**src/rtl/mul_pkg.sv**
```systemverilog
package mul_pkg;
  typedef struct packed {
    logic load;
    logic step;
  } mul_ctrl_t;
endpackage

```
**src/rtl/csel_adder.sv**
```systemverilog
module csel_adder #(
  parameter int W = 16
) (
  input  logic [W-1:0] a,
  input  logic [W-1:0] b,
  input  logic         cin,
  output logic [W-1:0] sum,
  output logic         cout
);
  logic [W-1:0] halfSum, halfCarry, carryZero, carryOne, carrySel;

  assign halfSum   = a ^ b;
  assign halfCarry = a & b;

  assign carryZero[0] = halfCarry[0];
  assign carryOne[0]  = halfCarry[0] | halfSum[0];

  genvar i;
  generate
    for (i = 1; i < W; i++) begin : g_carry
      assign carryZero[i] = halfCarry[i] | (halfSum[i] & carryZero[i-1]);
      assign carryOne[i]  = halfCarry[i] | (halfSum[i] & carryOne[i-1]);
    end
  endgenerate

  // carryOne dominates carryZero, so selection reduces to AND-OR
  assign carrySel = carryZero | ({W{cin}} & carryOne);

  assign sum[0] = halfSum[0] ^ cin;
  generate
    if (W > 1) begin : g_sum
      assign sum[W-1:1] = halfSum[W-1:1] ^ carrySel[W-2:0];
    end
  endgenerate
  assign cout = carrySel[W-1];
endmodule

```
**src/rtl/mul_control.sv**
```systemverilog
module mul_control
  import mul_pkg::*;
#(
  parameter int N = 16
) (
  input  logic      clk,
  input  logic      rst,
  input  logic      start,
  output mul_ctrl_t ctrl,
  output logic      done
);
  localparam int CW = $clog2(N + 1);
  localparam logic [CW-1:0] LAST = CW'(N - 1);

  logic          busy;
  logic [CW-1:0] stepCnt;

  assign ctrl.load = start && !busy;
  assign ctrl.step = busy;

  always_ff @(posedge clk) begin
    if (rst) begin
      busy    <= 1'b0;
      stepCnt <= '0;
      done    <= 1'b0;
    end else begin
      done <= 1'b0;
      if (ctrl.load) begin
        busy    <= 1'b1;
        stepCnt <= '0;
      end else if (busy) begin
        stepCnt <= stepCnt + 1'b1;
        if (stepCnt == LAST) begin
          busy <= 1'b0;
          done <= 1'b1;
        end
      end
    end
  end

  // completion only ever follows a busy cycle
  p_done_follows_busy_r2: assert property (@(posedge clk) disable iff (rst)
    done |-> $past(busy));
  // single-cycle pulse
  p_done_pulse_r2: assert property (@(posedge clk) disable iff (rst)
    done |=> !done);
  // a start during the busy window does not cut the run short
  p_ignore_start_r4: assert property (@(posedge clk) disable iff (rst)
    (busy && start && stepCnt != LAST) |=> busy);
  // reset leaves the controller idle
  p_reset_idle_r5: assert property (@(posedge clk)
    rst |=> (!busy && !done));
endmodule

```
**src/rtl/mul_datapath.sv**
```systemverilog
module mul_datapath
  import mul_pkg::*;
#(
  parameter int N = 16
) (
  input  logic           clk,
  input  logic           rst,
  input  mul_ctrl_t      ctrl,
  input  logic [N-1:0]   mcandIn,
  input  logic [N-1:0]   mplierIn,
  output logic [2*N-1:0] acc
);
  localparam int PW = 2 * N;

  logic [N-1:0] mcandReg;
  logic [N-1:0] addend;
  logic [N-1:0] upperSum;
  logic         upperCarry;

  assign addend = acc[0] ? mcandReg : '0;

  csel_adder #(.W(N)) u_add (
    .a    (acc[PW-1:N]),
    .b    (addend),
    .cin  (1'b0),
    .sum  (upperSum),
    .cout (upperCarry)
  );

  always_ff @(posedge clk) begin
    if (rst) begin
      acc      <= '0;
      mcandReg <= '0;
    end else if (ctrl.load) begin
      acc      <= {{N{1'b0}}, mplierIn};
      mcandReg <= mcandIn;
    end else if (ctrl.step) begin
      acc <= {upperCarry, upperSum, acc[N-1:1]};
    end
  end

  // adder result matches exact arithmetic on every accumulation step
  p_adder_exact_r7: assert property (@(posedge clk) disable iff (rst)
    ctrl.step |-> ({upperCarry, upperSum} ==
                   ((N+1)'(acc[PW-1:N]) + (N+1)'(addend))));
  // accumulator holds when neither loading nor stepping
  p_hold_r3: assert property (@(posedge clk) disable iff (rst)
    (!ctrl.load && !ctrl.step) |=> $stable(acc));
  // reset clears the accumulator
  p_reset_clear_r5: assert property (@(posedge clk)
    rst |=> (acc == '0));
endmodule

```
**src/rtl/shift_add_mul.sv**
```systemverilog
module shift_add_mul
  import mul_pkg::*;
#(
  parameter int N = 16
) (
  input  logic           clk,
  input  logic           rst,
  input  logic           start,
  input  logic [N-1:0]   multiplicand,
  input  logic [N-1:0]   multiplier,
  output logic [2*N-1:0] product,
  output logic           done
);
  mul_ctrl_t ctrl;

  mul_control #(.N(N)) u_ctrl (
    .clk   (clk),
    .rst   (rst),
    .start (start),
    .ctrl  (ctrl),
    .done  (done)
  );

  mul_datapath #(.N(N)) u_dp (
    .clk      (clk),
    .rst      (rst),
    .ctrl     (ctrl),
    .mcandIn  (multiplicand),
    .mplierIn (multiplier),
    .acc      (product)
  );
endmodule

```
**config.mk**
```make
export PLATFORM = sky130hd
export DESIGN_NAME = shift_add_mul
export DESIGN_NICKNAME = d
export VERILOG_FILES = /design/src/rtl/mul_pkg.sv /design/src/rtl/csel_adder.sv /design/src/rtl/mul_control.sv /design/src/rtl/mul_datapath.sv /design/src/rtl/shift_add_mul.sv
export SDC_FILE = /design/constraint.sdc
export NUM_CORES = 1
export LEC_CHECK = 0
export BUFFER_PORTS_ARGS = -buffer_cell sky130_fd_sc_hd__buf_2
export CAP_MARGIN = 20
export CORE_ASPECT_RATIO = 0.5
export CORE_UTILIZATION = 55
export CTS_CLUSTER_SIZE = 24
export DETAILED_ROUTE_END_ITERATION = 8
export GPL_ROUTABILITY_DRIVEN = 0
export PLACE_DENSITY = 0.83
export SLEW_MARGIN = 20
export SYNTH_ARGS = -nofsm -noshare
export SYNTH_HDL_FRONTEND = slang
export SYNTH_SLANG_ARGS = --single-unit
export TNS_END_PERCENT = 30
```
**constraint.sdc**
```tcl
create_clock -name clk -period 19.8 [get_ports clk]
set_input_delay 0.99 -clock clk [delete_from_list [all_inputs] [get_ports clk]]
set_output_delay 0.99 -clock clk [all_outputs]
set_load 0.02 [all_outputs]
```
==> key figures, run 1 <==
Routing
  • Routed length per instance: 12.7 um
  • Initial DRC count: 39
  • Final ANT Viol Nets: 0
  • Vias: 1884
  • Total Wirelength: roughly 4.8 mm
  • Drt drc: 0
  • DRT Pass-1 Iters: 4
  • Via density: a little under 5

Floorplan
  • Chip height: between 50 and 60 um
  • Die area: around 5100 um^2
  • Ports: 68
  • Starting density of the core: a little under 60%
  • Core Box Area: ~4500 um^2
  • DIE WIDTH: between 90 and 100 um
  • Number of cell rows: 17

Layout
  • P&R area growth vs syn: 16.9%
  • Post-layout instance area: slightly above 3000 um^2
  • Non-Filler Instances: 380
  • Antenna cells: 0
  • # nets final: 366
  • Fill count: about 360
  • Share of post-route cells with drive strength above 1: 29.3%

Critical path
  • Setup CP Type: reg -> reg
  • WP buf/inv: 1
  • Top delay family on crit path: adder cells
  • Max incr delay on CP: roughly 0.46 ns
  • Arrival time worst endpoint: about 7.4 ns
  • WP data required: 20.03 ns
  • Crit path from: u_dp.acc[0]
  • Critical Path Most Common Cell: fa_1
  • Crit-path max FO: 18
  • Reg2Reg Setup Slack: 12.69 ns
  • Slowest cell on the critical path: dfxtp_1
  • Worst Setup End Kind: flop
  • RR Startpoint: u_dp.acc[0]
  • CP Launch Type: flop
  • R2R Path End: u_dp.acc[30]
  • R2r worst-path depth: 19
  • Crit path cell chain: and2_1, ha_1, fa_1, fa_1, fa_1, fa_1, fa_1, fa_1, fa_1, fa_1, fa_1, fa_1, fa_1, fa_1, fa_1, fa_1, inv_1, fa_1, a211oi_1

Pwr
  • Power density relative to cell area: ~80 nW/um^2
  • Max VDD drop: 0.0591 mV
  • Leakage: 0.00142 uW

CTS
  • CTS-repair resized insts: 0
  • CTS tree: built
  • Root Buffer: clkbuf_8
  • # hold bufs at CTS: 0
  • # Post-CTS Setup Buffers: 0
  • Clock-pin slew on the worst setup and hold paths: approximately 0.10 ns
  • Clock sinks: 55
  • Worst-Skew Late Latency: between 0.3 and 0.4 ns
  • Clk buf depth: 2
  • CTS buffer count: 5
  • CTS H-Tree Depth: 2

STA
  • Max-slew violations: 0
  • Unrepaired setup endpoints after global routing: false
  • Post-route clock skew: 0.0113 ns
  • Final Cycle Share: between 30% and 40%
  • Hold_ws: between 0.4 and 0.5 ns
  • Setup_tns: 0 ns
  • Max Fclk: about 140 MHz
  • Final Setup Violations: 0
  • Final hold violations: 0
  • Period minus WS final: between 7 and 8 ns
  • Tightest Pin Transition: just over 0.7 ns
  • Relative max-transition margin: between 50% and 60%

Hold path
  • Hold path endpoint: u_dp.mcandReg[13]
  • Hold Crit Class: reg -> reg
  • Worst Min Path Start: u_dp.mcandReg[13]
  • Hold Path Stages: 2

Global route
  • Vias in the first global route: about 1800
  • GRT Overall Usage: 20.3%
  • Largest net degree at the start of global routing: 45
  • GR Overflow Total: 0
  • Initial antenna violation count: 0
  • First-pass GRT wire length: about 8 mm

Placement
  • PortBufs: 67
  • HPWL after DPL: approximately 3.3 mm
  • Placed Area: around 2900 um^2
  • Inst Count DP: 372

Synthesis
  • Seq/Total Area, Yosys: 42.1%
  • Synthesis-stage register bit count: 55
  • Post-synthesis cell count: ~260
  • Mapped cell area: 2620 um^2
  • Synth warn: 0
  • Syn Nets: 310
  • EDFF count, synth: 0
  • Syn Area/Cell: between 10 and 15 um^2
  • Post-synth ARST share: 0%
  • Post-synth cell types: 26
  • Ys flop type: dfxtp_1

Run
  • Max-Cap Viols: 0

Status
  • Status: finished clean
flip-flops by register name (all words and copies together) (netlist names):
register / cells
u_ctrl.busy: 1
u_ctrl.done: 1
u_ctrl.stepCnt: 5
u_dp.acc: 32
u_dp.mcandReg: 16
worst reg2reg max path: cells and delay by family, from the launching register on:
kind	cells	cell delay [ns]
adders and majority gates	16	6.07
DFF	1	0.46
and+or+nand+nor	1	0.22
AOI/OAI and AO/OA	1	0.22
buffers and inverters	1	0.08
synthesized netlist by cell type, types with 2 or more instances:
cell type | count | share of area, %
ha_1 | 3 | 1.4
mux2i_1 | 31 | 12
a21oi_1 | 17 | 3.3
fa_1 | 15 | 11
mux2_1 | 4 | 1.7
nand2_1 | 34 | 4.9
buf_6 | 4 | 1.7
mux2_2 | 12 | 5.2
a211oi_2 | 2 | 0.96
inv_1 | 3 | 0.43
dfxtp_1 | 55 | 42
buf_4 | 4 | 1.1
nor2_1 | 37 | 5.3
nand2b_1 | 2 | 0.48
and2_1 | 15 | 3.6
xor2_1 | 2 | 0.67
buf_2 | 5 | 0.96
clkbuf_1 | 4 | 0.57
worst max-delay path by stage:
stage,to,cells past startpoint
4_1_cts,u_dp.acc[30],19
3_5_place_dp,u_dp.acc[30],19
3_3_place_gp,u_dp.acc[30],19
5_1_grt,u_dp.acc[30],19
2_1_floorplan,u_dp.acc[30],20
6_report,u_dp.acc[30],19
kinds of logic after synthesis:
kind of cell,after synthesis,share of synthesized area [%]
xor+xnor,3,1.00
compound gates,20,4.49
fa+ha+maj,18,12.9
mux,47,18.7
flops,55,42.1
simple gates,93,15.8
buf+inv,21,4.97
stage by stage:
stage / power, uW / setup slack [ns] / utilization [%]
final: 238 / 12.69 / 68.2
after global routing: 248 / 12.41 / 68.2
after CTS: 239 / 12.67 / 68.1
after detailed placement: 152 / 12.67 / 65.0
after global placement: 151 / 12.82 / 65.0
after floorplan: 145 / 12.86 / -
cells in the final DEF, fill, tap and decap left out, types with 2 or more instances in the layout:
master,netlist,layout
buf_2,5,67
dfxtp_1,55,54
nor2_1,37,37
nand2_1,34,34
mux2i_1,31,31
a21oi_1,17,17
and2_1,15,15
fa_1,15,15
mux2_2,12,12
clkbuf_8,0,5
mux2_1,4,4
inv_1,3,3
ha_1,3,3
nand2b_1,2,2
xor2_1,2,2
a211oi_2,2,2
bufinv_16,0,2
cell type report:
type | instances | area (um^2) | area share [%]
repair buffers | 67 | 335 | 11.0
flip-flops and latches | 55 | 1100 | 36.1
multi-input cells | 181 | 1390 | 45.4
well taps | 66 | 82.6 | 2.70
clock inverters | 3 | 67.6 | 2.21
clock buffers | 5 | 68.8 | 2.25
inverters | 3 | 11.3 | 0.368
metal layers:
layer / vias to the layer above / track usage (%) / part of all wire (%)
met5: - / 0 / 0
met4: 0 / 5.88 / 0.64
met3: 5 / 4.74 / 3.9
met2: 36 / 36.8 / 50
met1: 903 / 24.3 / 46
li1: 940 / - / -
power by group:
group	internal [uW]	leakage [uW]	total [uW]	switching (uW)
Clock	50.4	0.0000644	88.6	38.1
Combinational	13.1	0.000907	27.3	14.2
Sequential	116	0.000450	122	6.56
Power figures use the tool's default switching activity.
==> run 2: changes to the inputs <==
--- a/config.mk
+++ b/config.mk
@@ -5,14 +5,15 @@
 export SDC_FILE = /design/constraint.sdc
 export NUM_CORES = 1
 export LEC_CHECK = 0
+export ABC_AREA = 1
 export BUFFER_PORTS_ARGS = -buffer_cell sky130_fd_sc_hd__buf_2
 export CAP_MARGIN = 20
 export CORE_ASPECT_RATIO = 0.5
-export CORE_UTILIZATION = 55
+export CORE_UTILIZATION = 47
 export CTS_CLUSTER_SIZE = 24
 export DETAILED_ROUTE_END_ITERATION = 8
 export GPL_ROUTABILITY_DRIVEN = 0
-export PLACE_DENSITY = 0.83
+export PLACE_DENSITY = 0.75
 export SLEW_MARGIN = 20
 export SYNTH_ARGS = -nofsm -noshare
 export SYNTH_HDL_FRONTEND = slang
==> constraint.sdc (replaced) <==
create_clock -name clk -period 5.7 [get_ports clk]
set_input_delay 0.285 -clock clk [delete_from_list [all_inputs] [get_ports clk]]
set_output_delay 0.285 -clock clk [all_outputs]
set_load 0.02 [all_outputs]
==> run 2 against run 1 <==
  * The run now ends with setup timing left
  * First-iteration DRC count grew 67%
  * Design area is 3.5% higher
  * Synthesized cell count grew 36%
  * Power rose to 3.3 times the previous value
  * Critical path depth increased by 2
  * Via count grew 25%
  * Combinational power rose to 3.5 times the previous value
  * Die area up 18%
  * Register-to-register slack got worse by 13 ns
  * Non-clock buffer count grew 7
  * Hold slack worse by 0.29 ns
  * Largest cell class unchanged
==> key figures, run 2 <==
Layout
  • Antenna cells: 0
  • # nets final: ~460
  • Share of post-route cells with drive strength above 1: 24.6%
  • Top Registers: u_dp.acc (32), u_dp.mcandReg (16), u_ctrl.stepCnt (5)
  • Finished Core Util: 61.1%
  • Max FFs per register: 32
  • Commonest cells after routing, fill and taps aside: 103 x nand2_1, 67 x buf_2, 53 x dfxtp_1
  • Reg with most FFs: u_dp.acc
  • Most common cell after layout, fill and taps aside: nand2_1
  • P&R area growth vs syn: 19.5%

Synthesis
  • EDFF count, synth: 0
  • Syn Area/Cell: 7.57 um^2
  • Syn Nets: ~400
  • Area share of the leading cell type in the synthesized netlist: roughly two fifths
  • Post-synth ARST share: 0%
  • Ys flop type: dfxtp_1
  • Post-synthesis cell count: between 300 and 400
  • Post-synth cell types: 22
  • Most frequent cells after synthesis: 103 x nand2_1, 55 x dfxtp_1, 38 x inv_1, 36 x nor2_1, 33 x nand3_1
  • Most common cell in the netlist: nand2_1
  • Synth warn: 0
  • Mapped cell area: around 2700 um^2
  • Seq/Total Area, Yosys: between 40% and 50%
  • Ranking of synthesized cells by area: dfxtp_1 42%, nand2_1 15%, fa_1 11%, nand3_1 6.2%, inv_1 5.4%
  • Cell taking the most area after synthesis: dfxtp_1
  • Synthesis-stage register bit count: between 50 and 60

Critical path
  • Top delay family on crit path: adder cells
  • Arrival time worst endpoint: approximately 6.5 ns
  • CP Launch Type: flop
  • WP buf/inv: 2
  • Worst Setup End Kind: flop
  • WP data required: approximately 5.9 ns
  • Slowest cell on the critical path: fa_1
  • Crit path cell chain: nand2_1, inv_1, ha_2, fa_2, fa_2, fa_2, fa_2, fa_2, fa_2, fa_2, fa_2, fa_2, fa_2, fa_2, fa_2, fa_2, fa_2, inv_2, fa_1, or2_0, a21oi_1
  • Crit-path max FO: 3
  • Max incr delay on CP: ~0.40 ns
  • Setup CP Type: reg -> reg
  • Critical Path Most Common Cell: fa_2

CTS
  • Worst-Skew Late Latency: 0.29 ns
  • Clock-pin slew on the worst setup and hold paths: roughly 0.060 ns
  • Root Buffer: clkbuf_16
  • Clk buf depth: 2
  • CTS buffer count: 5
  • Clock sinks: 55
  • CTS tree: built
  • CTS H-Tree Depth: 2
  • # Post-CTS Setup Buffers: 0

Routing
  • Vias: 2362
  • Drt drc: 0
  • Final ANT Viol Nets: 0
  • Initial DRC count: between 60 and 70
  • DRT Pass-1 Iters: 4
  • Total Wirelength: 5.56 mm
  • Routed length per instance: 11.6 um
  • Via density: 4.92

Floorplan
  • Ports: 68
  • Number of cell rows: 18
  • Chip height: approximately 55 um
  • Die area: 5960 um^2
  • Core Box Area: 5180 um^2
  • Starting density of the core: around 50%
  • DIE WIDTH: approximately 110 um

STA
  • Hold_ws: about 0.16 ns
  • Post-route clock skew: around 0.0039 ns
  • Final Setup Violations: 3
  • Tightest Pin Transition: ~0.99 ns
  • Relative max-transition margin: between 30% and 40%
  • Unrepaired setup endpoints after global routing: true
  • Final worst slack: -0.622 ns
  • Final hold violations: 0
  • Final Cycle Share: 111%
  • Period minus WS final: ~6.3 ns
  • Max Fclk: 158 MHz
  • Max-slew violations: 0

Pwr
  • Power density relative to cell area: roughly 250 nW/um^2
  • Switch Pwr: ~200 uW
  • Internal power: between 500 and 600 uW
  • Max VDD drop: around 0.13 mV
  • Clock group share of total power: a little over a third
  • Sequential power share: between 50% and 60%
  • Switching Fraction: around a quarter
  • Comb pwr share: 12.2%
  • Leakage: between 0.0015 and 0.002 uW

Status
  • Status: finished, violations left
  • Violated checks: setup timing

Global route
  • Vias in the first global route: between 2000 and 2500
  • Initial antenna violation count: 0
  • GRT Overall Usage: 20.1%
  • GR Overflow Total: 0
  • Largest net degree at the start of global routing: 40
  • First-pass GRT wire length: between 8 and 9 mm

Hold path
  • Hold Crit Class: in -> reg

Placement
  • HPWL after DPL: 3.85 mm
  • PortBufs: 67

Run
  • Max-Cap Viols: 0
-- run 2: cells by family (layout without fill, tap and decap cells) --
group | after synthesis | after routing | share of synthesized area (%)
and+or+nand+nor | 179 | 179 | 28.0
buffers and inverters | 60 | 120 | 10.6
DFF | 55 | 55 | 41.5
AOI/OAI and AO/OA | 38 | 38 | 7.18
adders and majority gates | 18 | 18 | 12.7
-- run 2: final timing paths --
kind	startpoint	endpoint	slack, ns	cells past startpoint
worst min-delay path	rst	u_ctrl.done	0.16	2
worst max-delay path	u_dp.acc[0]	u_dp.acc[30]	-0.62	21
worst max register to register	u_dp.acc[0]	u_dp.acc[30]	-0.62	21
worst min register to register	u_dp.acc[31]	u_dp.acc[31]	0.48	2
-- run 2: what timing repair did --
item	CTS	global route
endpoints found under the setup margin	3	3
hold buffers	0	0
pin swaps	2	0
hold endpoints to repair	0	0
resized for setup	3	1
-- run 2: worst register-to-register path: cells and delay by family, from the launching register on --
kind / cells / cell delay [ns]
adder cells (fa/ha/maj): 16 / 5.41
flip-flops: 1 / 0.33
AND/OR/NAND/NOR: 2 / 0.28
AO/OA/AOI/OAI: 1 / 0.11
buffers and inverters: 2 / 0.10
-- run 2: layout make-up --
cell class | instances | area (um^2)
timing repair buffer | 74 | 388
multi-input combinational | 235 | 1310
clock buffer | 6 | 129
fill | 477 | 2010
tap | 70 | 87.6
inverter | 40 | 153
sequential | 55 | 1100
-- run 2: layer usage --
metal / vias to the layer above / wire length, um / global-route usage [%]
met2: 57 / 2640 / 36.4
met4: 0 / 57 / 7.08
met3: 5 / 303 / 3.86
met1: 1103 / 2560 / 24.8
li1: 1197 / - / -
met5: - / 0 / 0
-- run 2: metrics by stage --
| step | setup TNS, ns | instance area, um^2 | setup WS (ns) | instances | power [uW] |
|---|---|---|---|---|---|
| finish | -1.07 | 3170 | -0.622 | 480 | 794 |
| global route | -1.49 | 3170 | -0.760 | 480 | 829 |
| detailed placement | -1.10 | 3030 | -0.660 | 474 | 519 |
| floorplan | -1.56 | 2700 | -0.800 | 350 | 492 |
| global placement | -0.913 | 3030 | -0.579 | 474 | 515 |
| CTS | -1.10 | 3170 | -0.637 | 480 | 801 |
-- run 2: power groups by stage --
stage          combinational, uW  clock, uW  sequential (uW)
2_1_floorplan               63.1          0              429
3_3_place_gp                94.4          0              421
3_5_place_dp                97.6          0              422
4_1_cts                     97.9        290              413
5_1_grt                      109        305              415
6_report                    96.8        284              413
